### src/rtl/errcap_pkg.sv
package errcap_pkg;
    typedef enum logic [1:0] {
        STG_ACTIVATE = 2'd0,
        STG_MINOR    = 2'd1,
        STG_MAJOR    = 2'd2,
        STG_FAULT    = 2'd3
    } stage_e;

    typedef enum logic [2:0] {
        EC_CONFIG  = 3'd0,
        EC_SCATTER = 3'd1,
        EC_LINK    = 3'd2,
        EC_BUS_RD  = 3'd3,
        EC_BUS_WR  = 3'd4,
        EC_CANCEL  = 3'd5
    } code_e;

    localparam int NFLAG = 6;

    typedef enum logic {
        ST_EMPTY = 1'b0,
        ST_HOLD  = 1'b1
    } stat_state_e;
endpackage

### src/rtl/errcap_filter.sv
module errcap_filter
    import errcap_pkg::*;
(
    input  logic             ev_valid,
    input  logic [1:0]       ev_stage,
    input  logic [2:0]       ev_code,
    output logic             accept,
    output logic [NFLAG-1:0] flag_onehot
);
    logic legal;

    // stage legality per error kind
    always_comb begin
        legal = 1'b0;
        unique case (ev_code)
            EC_CONFIG:  legal = (ev_stage == STG_ACTIVATE);
            EC_SCATTER: legal = (ev_stage == STG_MAJOR);
            EC_LINK:    legal = (ev_stage == STG_MINOR);
            EC_BUS_RD:  legal = (ev_stage == STG_FAULT);
            EC_BUS_WR:  legal = (ev_stage == STG_FAULT);
            EC_CANCEL:  legal = 1'b1;
            default:    legal = 1'b0;
        endcase
    end

    assign accept = ev_valid && legal;

    for (genvar g = 0; g < NFLAG; g++) begin : g_flag
        assign flag_onehot[g] = (ev_code == 3'(g));
    end
endmodule

### src/rtl/errcap_vector.sv
module errcap_vector #(
    parameter int NCH = 16,
    localparam int CW = $clog2(NCH)
) (
    input  logic          clk,
    input  logic          rst,
    input  logic          set_en,
    input  logic [CW-1:0] set_chan,
    input  logic          clr_en,
    input  logic [CW-1:0] clr_chan,
    output logic [NCH-1:0] vec_q,
    output logic          next_zero
);
    logic [NCH-1:0] vec_d;

    for (genvar i = 0; i < NCH; i++) begin : g_bit
        logic set_i;
        logic clr_i;
        assign set_i = set_en && (set_chan == CW'(i));
        assign clr_i = clr_en && (clr_chan == CW'(i));
        // set wins over a same-cycle clear
        assign vec_d[i] = set_i | (vec_q[i] & ~clr_i);
    end

    always_ff @(posedge clk) begin
        if (rst) vec_q <= '0;
        else     vec_q <= vec_d;
    end

    assign next_zero = ~|vec_d;

    a_r6_bit_set: assert property (@(posedge clk) disable iff (rst)
        set_en |=> vec_q[$past(set_chan)]);

    a_r9_bit_cleared: assert property (@(posedge clk) disable iff (rst)
        (clr_en && !(set_en && set_chan == clr_chan)) |=> !vec_q[$past(clr_chan)]);
endmodule

### src/rtl/errcap_status.sv
module errcap_status
    import errcap_pkg::*;
#(
    parameter int NCH = 16,
    localparam int CW = $clog2(NCH)
) (
    input  logic             clk,
    input  logic             rst,
    input  logic             accept,
    input  logic [CW-1:0]    chan,
    input  logic [NFLAG-1:0] flags,
    input  logic             vec_next_zero,
    output logic             stat_valid,
    output logic [CW-1:0]    stat_chan,
    output logic [NFLAG-1:0] stat_flags
);
    stat_state_e state_q, state_d;

    always_comb begin
        state_d = state_q;
        unique case (state_q)
            ST_EMPTY: if (accept) state_d = ST_HOLD;
            ST_HOLD:  if (!accept && vec_next_zero) state_d = ST_EMPTY;
            default:  state_d = ST_EMPTY;
        endcase
    end

    always_ff @(posedge clk) begin
        if (rst) state_q <= ST_EMPTY;
        else     state_q <= state_d;
    end

    always_ff @(posedge clk) begin
        if (rst) begin
            stat_chan  <= '0;
            stat_flags <= '0;
        end else if (accept) begin
            stat_chan  <= chan;
            stat_flags <= flags;
        end else if (state_q == ST_HOLD && state_d == ST_EMPTY) begin
            stat_chan  <= '0;
            stat_flags <= '0;
        end
    end

    assign stat_valid = (state_q == ST_HOLD);

    a_r6_record_loaded: assert property (@(posedge clk) disable iff (rst)
        accept |=> (stat_chan == $past(chan)) && (stat_flags == $past(flags)) && stat_valid);

    a_r6_flags_onehot: assert property (@(posedge clk) disable iff (rst)
        stat_valid |-> $onehot(stat_flags));

    a_r9_empty_is_zero: assert property (@(posedge clk) disable iff (rst)
        !stat_valid |-> (stat_flags == '0) && (stat_chan == '0));
endmodule

### src/rtl/errcap_unit.sv
module errcap_unit
    import errcap_pkg::*;
#(
    parameter int NCH = 16,
    localparam int CW = $clog2(NCH)
) (
    input  logic             clk,
    input  logic             rst,
    input  logic             ev_valid,
    input  logic [CW-1:0]    ev_chan,
    input  logic [1:0]       ev_stage,
    input  logic [2:0]       ev_code,
    input  logic             clr_valid,
    input  logic [CW-1:0]    clr_chan,
    input  logic [NCH-1:0]   irq_en,
    output logic [NCH-1:0]   err_vec,
    output logic             stat_valid,
    output logic [CW-1:0]    stat_chan,
    output logic [NFLAG-1:0] stat_flags,
    output logic             irq
);
    logic             accept;
    logic [NFLAG-1:0] flag_onehot;
    logic             next_zero;

    errcap_filter u_filter (
        .ev_valid    (ev_valid),
        .ev_stage    (ev_stage),
        .ev_code     (ev_code),
        .accept      (accept),
        .flag_onehot (flag_onehot)
    );

    errcap_vector #(.NCH(NCH)) u_vector (
        .clk       (clk),
        .rst       (rst),
        .set_en    (accept),
        .set_chan  (ev_chan),
        .clr_en    (clr_valid),
        .clr_chan  (clr_chan),
        .vec_q     (err_vec),
        .next_zero (next_zero)
    );

    errcap_status #(.NCH(NCH)) u_status (
        .clk           (clk),
        .rst           (rst),
        .accept        (accept),
        .chan          (ev_chan),
        .flags         (flag_onehot),
        .vec_next_zero (next_zero),
        .stat_valid    (stat_valid),
        .stat_chan     (stat_chan),
        .stat_flags    (stat_flags)
    );

    assign irq = |(err_vec & irq_en);

    a_r9_valid_matches_vec: assert property (@(posedge clk) disable iff (rst)
        stat_valid == (|err_vec));

    a_r7_cancel_flag: assert property (@(posedge clk) disable iff (rst)
        (ev_valid && ev_code == EC_CANCEL) |=> stat_flags[EC_CANCEL] && stat_valid);

    a_r12_reserved_dropped: assert property (@(posedge clk) disable iff (rst)
        (ev_code > 3'd5) |-> !accept);

    always_comb begin
        if (!rst) a_r11_irq_needs_err: assert (!irq || (|err_vec));
    end
endmodule

### config.mk
export PLATFORM = sky130hd
export DESIGN_NAME = errcap_unit
export DESIGN_NICKNAME = d
export VERILOG_FILES = /design/src/rtl/errcap_pkg.sv /design/src/rtl/errcap_filter.sv /design/src/rtl/errcap_vector.sv /design/src/rtl/errcap_status.sv /design/src/rtl/errcap_unit.sv
export SDC_FILE = /design/constraint.sdc
export NUM_CORES = 1
export LEC_CHECK = 0
export ABC_AREA = 1
export BUFFER_PORTS_ARGS = -buffer_cell sky130_fd_sc_hd__buf_2
export CAP_MARGIN = 20
export CORE_MARGIN = 1.5
export CORE_UTILIZATION = 45
export DETAILED_ROUTE_END_ITERATION = 10
export GPL_ROUTABILITY_DRIVEN = 0
export PLACE_DENSITY = 0.73
export SYNTH_ARGS = -nofsm -noshare
export SYNTH_HDL_FRONTEND = slang
export SYNTH_SLANG_ARGS = --single-unit
### constraint.sdc
create_clock -name clk -period 2.1 [get_ports clk]
set_input_delay 0.105 -clock clk [delete_from_list [all_inputs] [get_ports clk]]
set_output_delay 0.105 -clock clk [all_outputs]
set_load 0.02 [all_outputs]
Word-level counts from Yosys, hierarchy flattened --
Cells that the tools add are included.
Storage, ports and cells: word-level logic and storage cells 146, output and inout bits 28, register bits 27
Operators by class: muxes and demuxes 8, bitwise logic cells 51, reduce and logical (&&, ||, !) cells 45, equal/unequal tests 38
Operators by type and width (count):
- $eq 4x4->1 const B | 16
- $logic_and 1x1->1 | 35
- $eq 4x3->1 const B | 8
- $reduce_or 16->1 | 2
- $not 1->1 | 18
- $and 1x1->1 | 16
- $and 16x16->16 | 1
- $eq 4x2->1 const B | 4
- $or 1x1->1 | 16
- $mux 6 | 2
- $eq 4x1->1 const B | 2
- $logic_not 4->1 | 2
- $mux 4 | 2
- $eq 3x2->1 const B | 2
- $eq 3x3->1 const B | 2
- $pmux 1 s5 | 1
- $eq 2x2->1 const B | 2
- $eq 3x1->1 const B | 1
- $logic_not 3->1 | 1
- $eq 2x1->1 const B | 1
- $logic_not 1->1 | 2
- $logic_not 2->1 | 1
- $mux 1 | 2
- $pmux 1 s2 | 1
- 2 further kinds | 2

Depth between registers and ports, before layout --
Gate-level depths: netlist (run 1).
depth in word-level cells 15, mapped depth 15, depth with buffers taken out 14

Modules after synthesis --
From an unflattened synthesis (run 1), not the netlist that was laid out.
Second synthesis, totals: cell total of the unflattened synthesis 251, area total of the unflattened synthesis 1512.7 um2
Modules (own cells, without submodules):
- errcap_vector | instances 1, seq. area each 320.3 um2, area each 854.6 um2, cells an instance 137
- errcap_status | instances 1, seq. area each 220.2 um2, area each 404.1 um2, cells an instance 49
- errcap_unit | instances 1, seq. area each 0.0 um2, area each 133.9 um2, cells an instance 35
- errcap_filter | instances 1, seq. area each 0.0 um2, area each 120.1 um2, cells an instance 30

Worst setup path before layout (run 1) --
OpenSTA, ideal clock, no wires.
kind input -> register, start point in ev_code[2], end point reg u_status.stat_chan[0], buffers on the path 1, library setup time 0.132 ns, slack 0.614 ns, data arrival time 1.354 ns, stages 15, cells stage by stage inv_2 > nand3_2 > nand2_1 > inv_1 > nand3_2 > nand3_4 > buf_6 > nand3_2 > nand2_1 > nor2_1 > nand2_1 > nor2_2 > nand3_4 > nand3_1 > a21oi_1
On the way: longest elaborated chain between the ends 14, elaborated cells between the ends (all ways) 52, those cells by class 5 x eq/ne; 5 x mux; 17 x bitwise; 25 x reduce/logical
Ends and longest elaborated chain:
- from (decl) | line errcap_unit.sv:12 | input logic [2:0] ev_code,
- $eq 3x2->1 or $eq 3x3->1 (tied branches) | line errcap_filter.sv:15 | unique case (ev_code)
- $reduce_or 2->1 (no line)
- $pmux 1 s5 (*) | line errcap_filter.sv:15
- $logic_and 1x1->1 (*) | line errcap_filter.sv:26 | assign accept = ev_valid && legal;
- $logic_and 1x1->1 | line errcap_vector.sv:19 | assign set_i = set_en && (set_chan == CW'(i));
- $or 1x1->1 | line errcap_vector.sv:22 | assign vec_d[i] = set_i | (vec_q[i] & ~clr_i);
- $reduce_or 16->1 | line errcap_vector.sv:30 | assign next_zero = ~|vec_d;
- $logic_not 1->1 | line errcap_vector.sv:30
- $logic_and 1x1->1 | line errcap_status.sv:23 | ST_HOLD: if (!accept && vec_next_zero) state_d = ST_EMPTY;
- $mux 1 | line errcap_status.sv:23
- $pmux 1 s2 | line errcap_status.sv:21 | unique case (state_q)
- $not 1->1 | line errcap_status.sv:40 | end else if (state_q == ST_HOLD && state_d == ST_EMPTY) begin
- $logic_and 1x1->1 | line errcap_status.sv:40
- $reduce_bool 2->1 (no line)
- to (signal assigned) | line errcap_status.sv:38 | stat_chan <= chan;
- to (decl) | line errcap_status.sv:14 | output logic [CW-1:0] stat_chan,
Mark *: on every way between the ends. The rest lies on a longest branch, timed or not. A chain may end at the register's enable or synchronous reset.

Worst setup path in the final report (run 1) --
start point in ev_code[2], end point reg u_status.stat_chan[1]
Same word-level chain as after synthesis.

==> summary.txt, run 1 <==
Clock network
  – Setup bufs post-CTS: 0
  – CTS tree: built
  – Bufs on Longest Clock Path: 2
  – Hold_buf cts: 0
  – Clk sinks: 27
  – Clock slew at reported path FFs: 0.15 ns
  – Total CTS buffers: 3
  – CTS-repair resized insts: 0
  – Root Driver: clkbuf_4
  – Clk_lat worst skew: 0.33 ns
  – Depth of the CTS H-tree: 1

Power
  – Pwr Total: 961.9 uW
  – Internal Power: 664.7 uW
  – PwrDens: 502.8 mW/mm2
  – P_sw: 297.2 uW
  – Max VDD drop: 0.3304 mV
  – Share of power burned in registers: 55.2%
  – Sw Share: 30.90%
  – Pleak: 0.9639 nW
  – Power share of the combinational group: 21.1%
  – Clock share of power: 23.7%

Synthesis
  – Top FF cell, synth: dfxtp_1
  – Post-synthesis sequential area ratio: 34.62%
  – Yosys reg bits: 27
  – Largest cells by area after synthesis: dfxtp_1 (35%), nand2_1 (12%), a21oi_1 (8.3%)
  – Mapped Avg Cell Area: 6.879 um2
  – Post-synth EDFFs: 0
  – Most numerous cell in the Yosys netlist: nand2_1
  – Syn_nets: 260
  – Top cell type by total area after synthesis: dfxtp_1
  – Area share of the largest cell type after synthesis: 34.62%
  – Yosys warns: 0
  – Synth top cells by count: nand2_1 (49), nor2_1 (28), dfxtp_1 (27)
  – Mapped Cells: 227
  – Asr flop ratio synth: 0%
  – Post-Syn Area: 0.001561 mm2
  – Synth cell types: 22

Worst setup path
  – Crit Path Class: in2reg
  – CP Data Required Time: 2.30 ns
  – Critical path launch point type: primary input
  – Slowest CP cell: nand3_4
  – CP peak stage delay: 0.19 ns
  – Critical Path AT: 1.79 ns
  – Crit-path max FO: 16
  – Most frequent cell on the critical path: nand2_1
  – Crit. End Element: register
  – Crit path cell chain: buf_2 -> inv_2 -> nand3_2 -> nand2_1 -> inv_1 -> nand3_2 -> nand3_4 -> nand3_1 -> nand2_1 -> nor2_1 -> nand2_1 -> nor2_2 -> nand3_4 -> nand3_1 -> a21oi_1

Global route
  – First-pass GRT wire length: 6016 um
  – Grt ovf: 0
  – Largest net degree at the start of global routing: 28
  – Total GRT Usage: 20.71%
  – Initial antenna violation count: 0
  – Vias in the first global route: 1441

Die
  – Initial Util: 46.79%
  – Die area: 0.003832 mm2
  – I/O pin cnt: 61
  – FP Rows: 21
  – Die width: 61.91 um
  – Die Ht: 61.91 um
  – Core area: 0.003337 mm2

STA
  – Fmax: 631.8 MHz
  – Period utilization: 75.37%
  – Final hold viol count: 0
  – Min Tclk post-route: 1.583 ns
  – Setup TNS: 0 ns
  – Final setup viols: 0
  – Max_slew headroom: 67.84%
  – RSZ-0062 raised after global routing: no
  – Min Hold Slack: 0.03294 ns
  – Max Slew Vio Count: 0
  – Worst-Margin Slew: 0.4824 ns
  – Clock skew: 0.01484 ns

Status
  – Status: finished, final reports clean

Layout
  – N_diodes: 0
  – Share of post-route cells with drive strength above 1: 31.58%
  – Fin util: 57.33%
  – Layout area overhead: 22.52%
  – Nets: 319

Drt
  – Iteration-0 DRC Markers: 105
  – Remaining DRCs: 0
  – DR pass1 iterations: 4
  – Detail Route Antenna Nets: 0
  – WL met3: 175 um
  – Routed WL per cell: 11.63 um
  – Via-to-Cell Ratio: 5.079
  – Via Count: 1681
  – Met1 WL: 1919 um
  – DRT Wirelength: 3850 um
  – DR WL met2: 1711 um
  – DR top layer: met4

Place
  – Port Buffers: 60
  – Post-detail-place hpwl: 3038 um

Hold path
  – Hold crit path type: in2reg

Run
  – Maxcap violations: 0
[worst max-delay path, delay by kind of cell]
kind,cells,cell delay [ns]
buffers and inverters,3,0.26
AO/OA/AOI/OAI,1,0.06
AND/OR/NAND/NOR,11,1.33
[stage by stage]
step           cells  setup WS (ns)  area [um2]
5_1_grt          331         0.3399        1913
3_5_place_dp     327         0.1796        1886
3_3_place_gp     327         0.2411        1886
4_1_cts          331         0.4781        1913
2_1_floorplan    227         0.6138        1562
6_report         331         0.5172        1913
[cells in the final DEF (no fill, tap or decap), drive strengths merged]
master,n
o21ai,17
nand3b,1
nand4,1
clkinv,1
inv,16
nor2,31
buf,61
a22o,3
nand3,41
a21oi,26
a2111oi,1
a221oi,2
clkbuf,3
nand2,49
dfxtp,27
or2,5
[power groups by stage]
stage          clock network (mW)  logic (mW)  registers, mW
2_1_floorplan                   0       0.120          0.555
3_3_place_gp                    0       0.201          0.542
3_5_place_dp                    0       0.203          0.542
4_1_cts                     0.235       0.204          0.531
5_1_grt                     0.249       0.229          0.532
6_report                    0.228       0.203          0.531
[registers in the layout, summed over array words and instances, names as in the netlist]
register             flops
u_vector.vec_q          16
u_status.stat_chan       4
u_status.stat_flags      6
u_status.stat_valid      1
[path summary, 6_finish.rpt]
check | from | end | slack (ns) | depth (start not counted)
setup / recovery | ev_code[2] | u_status.stat_chan[1] | 0.52 | 15
hold / removal | ev_chan[3] | u_status.stat_chan[3] | 0.03 | 3
setup reg to reg | u_vector.vec_q[1] | u_status.stat_chan[1] | 0.71 | 8
hold reg to reg | u_status.stat_flags[0] | u_status.stat_flags[0] | 0.49 | 2
[layout make-up]
class | count | area, um2
repair buffers | 61 | 307.8
multi-input cells | 177 | 919.6
fillers | 334 | 1424
inverters | 16 | 60.06
well taps | 46 | 57.56
clock inverters | 1 | 5.005
flip-flops and latches | 27 | 540.5
clock buffers | 3 | 22.52
[cell families after synthesis]
group                  synth area share (%)
flip-flops                            34.62
AND/OR/NAND/NOR                       41.75
buffers and inverters                 6.489
AO/OA/AOI/OAI                         17.15
[routing by layer]
layer | vias up | GRT usage (%)
met1 | 743 | 28.66
li1 | 880 | -
met2 | 53 | 34.44
met5 | - | 0
met4 | 0 | 5.775
met3 | 5 | 2.070
No activity file was read; power rests on OpenSTA's default activity.
==> run 2: changes to the inputs <==
==> constraint.sdc (replaced) <==
create_clock -name clk -period 1.6 [get_ports clk]
set_input_delay 0.08 -clock clk [delete_from_list [all_inputs] [get_ports clk]]
set_output_delay 0.08 -clock clk [all_outputs]
set_load 0.02 [all_outputs]
==> run 2 against run 1 <==
Net effect:
- wire length grew 9.3%
- critical path type is now reg2out
- critical path depth decreased by 10
- critical endpoint is now irq
- clock-buffer cell count up 1
- highest routed layer unchanged
- clock power is 33% higher
==> summary.txt, run 2 (same netlist as run 1, synthesis figures left out) <==
Power
  – PwrDens: 617.7 mW/mm2 (+23%)
  – Pleak: 1.066 nW (+11%)
  – Max VDD drop: 0.3609 mV (+9.2%)

Global route
  – First-pass GRT wire length: 6251 um (+3.9%)
  – Initial antenna violation count: 0 (unchanged)
  – Largest net degree at the start of global routing: 28 (unchanged)
  – Vias in the first global route: 1419 (-1.5%)
  – Total GRT Usage: 21.74% (+1.0 points)
  – Grt ovf: 0 (unchanged)

STA
  – Final setup viols: 0 (unchanged)
  – Max Slew Vio Count: 0 (unchanged)
  – RSZ-0062 raised after global routing: yes
  – Final hold viol count: 0 (unchanged)
  – Worst-Margin Slew: 0.4892 ns (+0.006829 ns)
  – Clock skew: 0.008985 ns (-0.005851 ns)
  – Max_slew headroom: 67.39% (-0.46 points)
  – Min Hold Slack: 0.02407 ns (-0.008868 ns)
  – Min Tclk post-route: 1.527 ns
  – Period utilization: 95.43%
  – Fmax: 654.9 MHz

Layout
  – N_diodes: 0 (unchanged)
  – Layout area overhead: 35.82%
  – Nets: 340 (+6.6%)
  – Biggest register: u_vector.vec_q
  – Register area: 541.8 um2 (+0.23%)
  – Top flop regs: u_vector.vec_q x16, u_status.stat_flags x6, u_status.stat_chan x4
  – Fin util: 63.55% (+6.2 points)
  – Most frequent cells in the layout: buf_2 (60), nand2_1 (49), nor2_1 (28)
  – Fill count: 321 (-3.9%)
  – Share of post-route cells with drive strength above 1: 36.93% (+5.3 points)
  – Area occupied by multi-input gates: 982.2 um2 (+6.8%)
  – Max reg flops: 16 (unchanged)
  – Most common library cell in the layout ignoring fill and taps: buf_2

Place
  – Post-detail-place hpwl: 3132 um (+3.1%)
  – Port Buffers: 60 (unchanged)

Run
  – Maxcap violations: 0 (unchanged)

Worst setup path
  – Slowest CP cell: dfxtp_1
  – R2R cell count: 8 (unchanged)
  – Crit path cell chain: nand2_1 -> nand3_1 -> a2111oi_2 -> nand3_1 -> buf_2
  – Critical Path Stages: 5 (-10)
  – Critical Path AT: 1.45 ns (-0.34 ns)
  – RR Startpoint: u_vector.vec_q[8]
  – Crit. End Element: output pin
  – Most frequent cell on the critical path: nand3_1
  – Critical path launch point type: register
  – R2r endpoint: u_status.stat_flags[3]
  – R2r setup slk: 0.22 ns (-0.49 ns)
  – Critical Path Source: u_vector.vec_q[14]
  – CP Data Required Time: 1.52 ns (-0.78 ns)
  – CP peak stage delay: 0.35 ns (+0.16 ns)
  – CP bufs+invs: 1 (-2)
  – CP Capture Point: irq
  – Crit Path Class: reg2out
  – Worst path top cell family by delay: flip-flops
  – Crit-path max FO: 3 (-13)

Drt
  – DR pass1 iterations: 4 (unchanged)
  – Routed WL per cell: 11.95 um (+2.8%)
  – DRT Wirelength: 4208 um (+9.3%)
  – Detail Route Antenna Nets: 0 (unchanged)
  – Via Count: 1805 (+7.4%)
  – Via-to-Cell Ratio: 5.128 (+0.97%)
  – Remaining DRCs: 0 (unchanged)
  – Iteration-0 DRC Markers: 154 (+47%)

Hold path
  – Hold crit path type: in2reg

Die
  – Die Ht: 61.91 um (unchanged)
  – Die width: 61.91 um (unchanged)
  – I/O pin cnt: 61 (unchanged)
  – Core area: 0.003337 mm2 (unchanged)
  – Die area: 0.003832 mm2 (unchanged)
  – Initial Util: 46.79% (unchanged)
  – FP Rows: 21 (unchanged)

Status
  – Status: finished, final reports clean

Clock network
  – Bufs on Longest Clock Path: 2 (unchanged)
  – Setup bufs post-CTS: 0 (unchanged)
  – Clk_lat worst skew: 0.34 ns (about the same)
  – Root Driver: clkbuf_4
  – Total CTS buffers: 3 (unchanged)
  – CTS tree: built
  – Clock slew at reported path FFs: 0.15 ns (about the same)
  – Depth of the CTS H-tree: 1 (unchanged)
  – Clk sinks: 27 (unchanged)
[run 2: stage by stage]
step	instance area (um2)	setup WS, ns	setup TNS [ns]	std cells	power, mW
after floorplan	1562	0.1388	0	227	0.8868
after global placement	2021	-0.2222	-2.261	345	0.9891
after detailed placement	2021	-0.2617	-2.623	345	0.9905
after CTS	2063	0.01409	0	350	1.294
after global routing	2121	-0.04476	-0.04476	352	1.383
final	2121	0.07308	0	352	1.310
[run 2: final cells by class]
class | instances | area share [%]
inverters | 16 | 2.832
flip-flops and latches | 27 | 25.55
clock buffers | 4 | 1.239
repair buffers | 80 | 21.36
well taps | 46 | 2.714
multi-input cells | 179 | 46.31
[run 2: what timing repair did]
item | CTS | global route
hold buffers | 1 | 0
hold endpoints to repair | 1 | 0
endpoints found under the setup margin | 1 | 11
gates resized for setup | 1 | 8
gates cloned | 0 | 2
pin swaps | 0 | 1
[run 2: layer usage]
metal  routed length [um]  global-route usage (%)  vias to the layer above
met1                 1977                   29.87                      811
met4                   39                   4.559                        0
met2                 1927                   35.19                       62
met3                  263                   4.762                        4
met5                    0                       0                        -
li1                     -                       -                      928
[run 2: worst min-delay path: stages]
cell and delay, ns:
buf_2 0.13, nand2_1 0.06, a21oi_1 0.06
[run 2: how the worst min path moves through the flow]
stage	from	endpoint	slack, ns	cells after the start
2_1_floorplan	ev_chan[0]	u_status.stat_chan[0]	0.23	2
3_3_place_gp	ev_chan[1]	u_status.stat_chan[1]	0.36	3
3_5_place_dp	ev_chan[1]	u_status.stat_chan[1]	0.38	3
4_1_cts	ev_chan[3]	u_status.stat_chan[3]	0.003	3
5_1_grt	ev_chan[3]	u_status.stat_chan[3]	0.03	3
6_report	ev_chan[2]	u_status.stat_chan[2]	0.02	3
[run 2: power breakdown]
| part | total, mW | switching, mW | internal, mW |
|---|---|---|---|
| Clock | 0.304 | 0.206 | 0.0981 |
| Sequential | 0.699 | 0.0112 | 0.687 |
| Combinational | 0.307 | 0.194 | 0.113 |
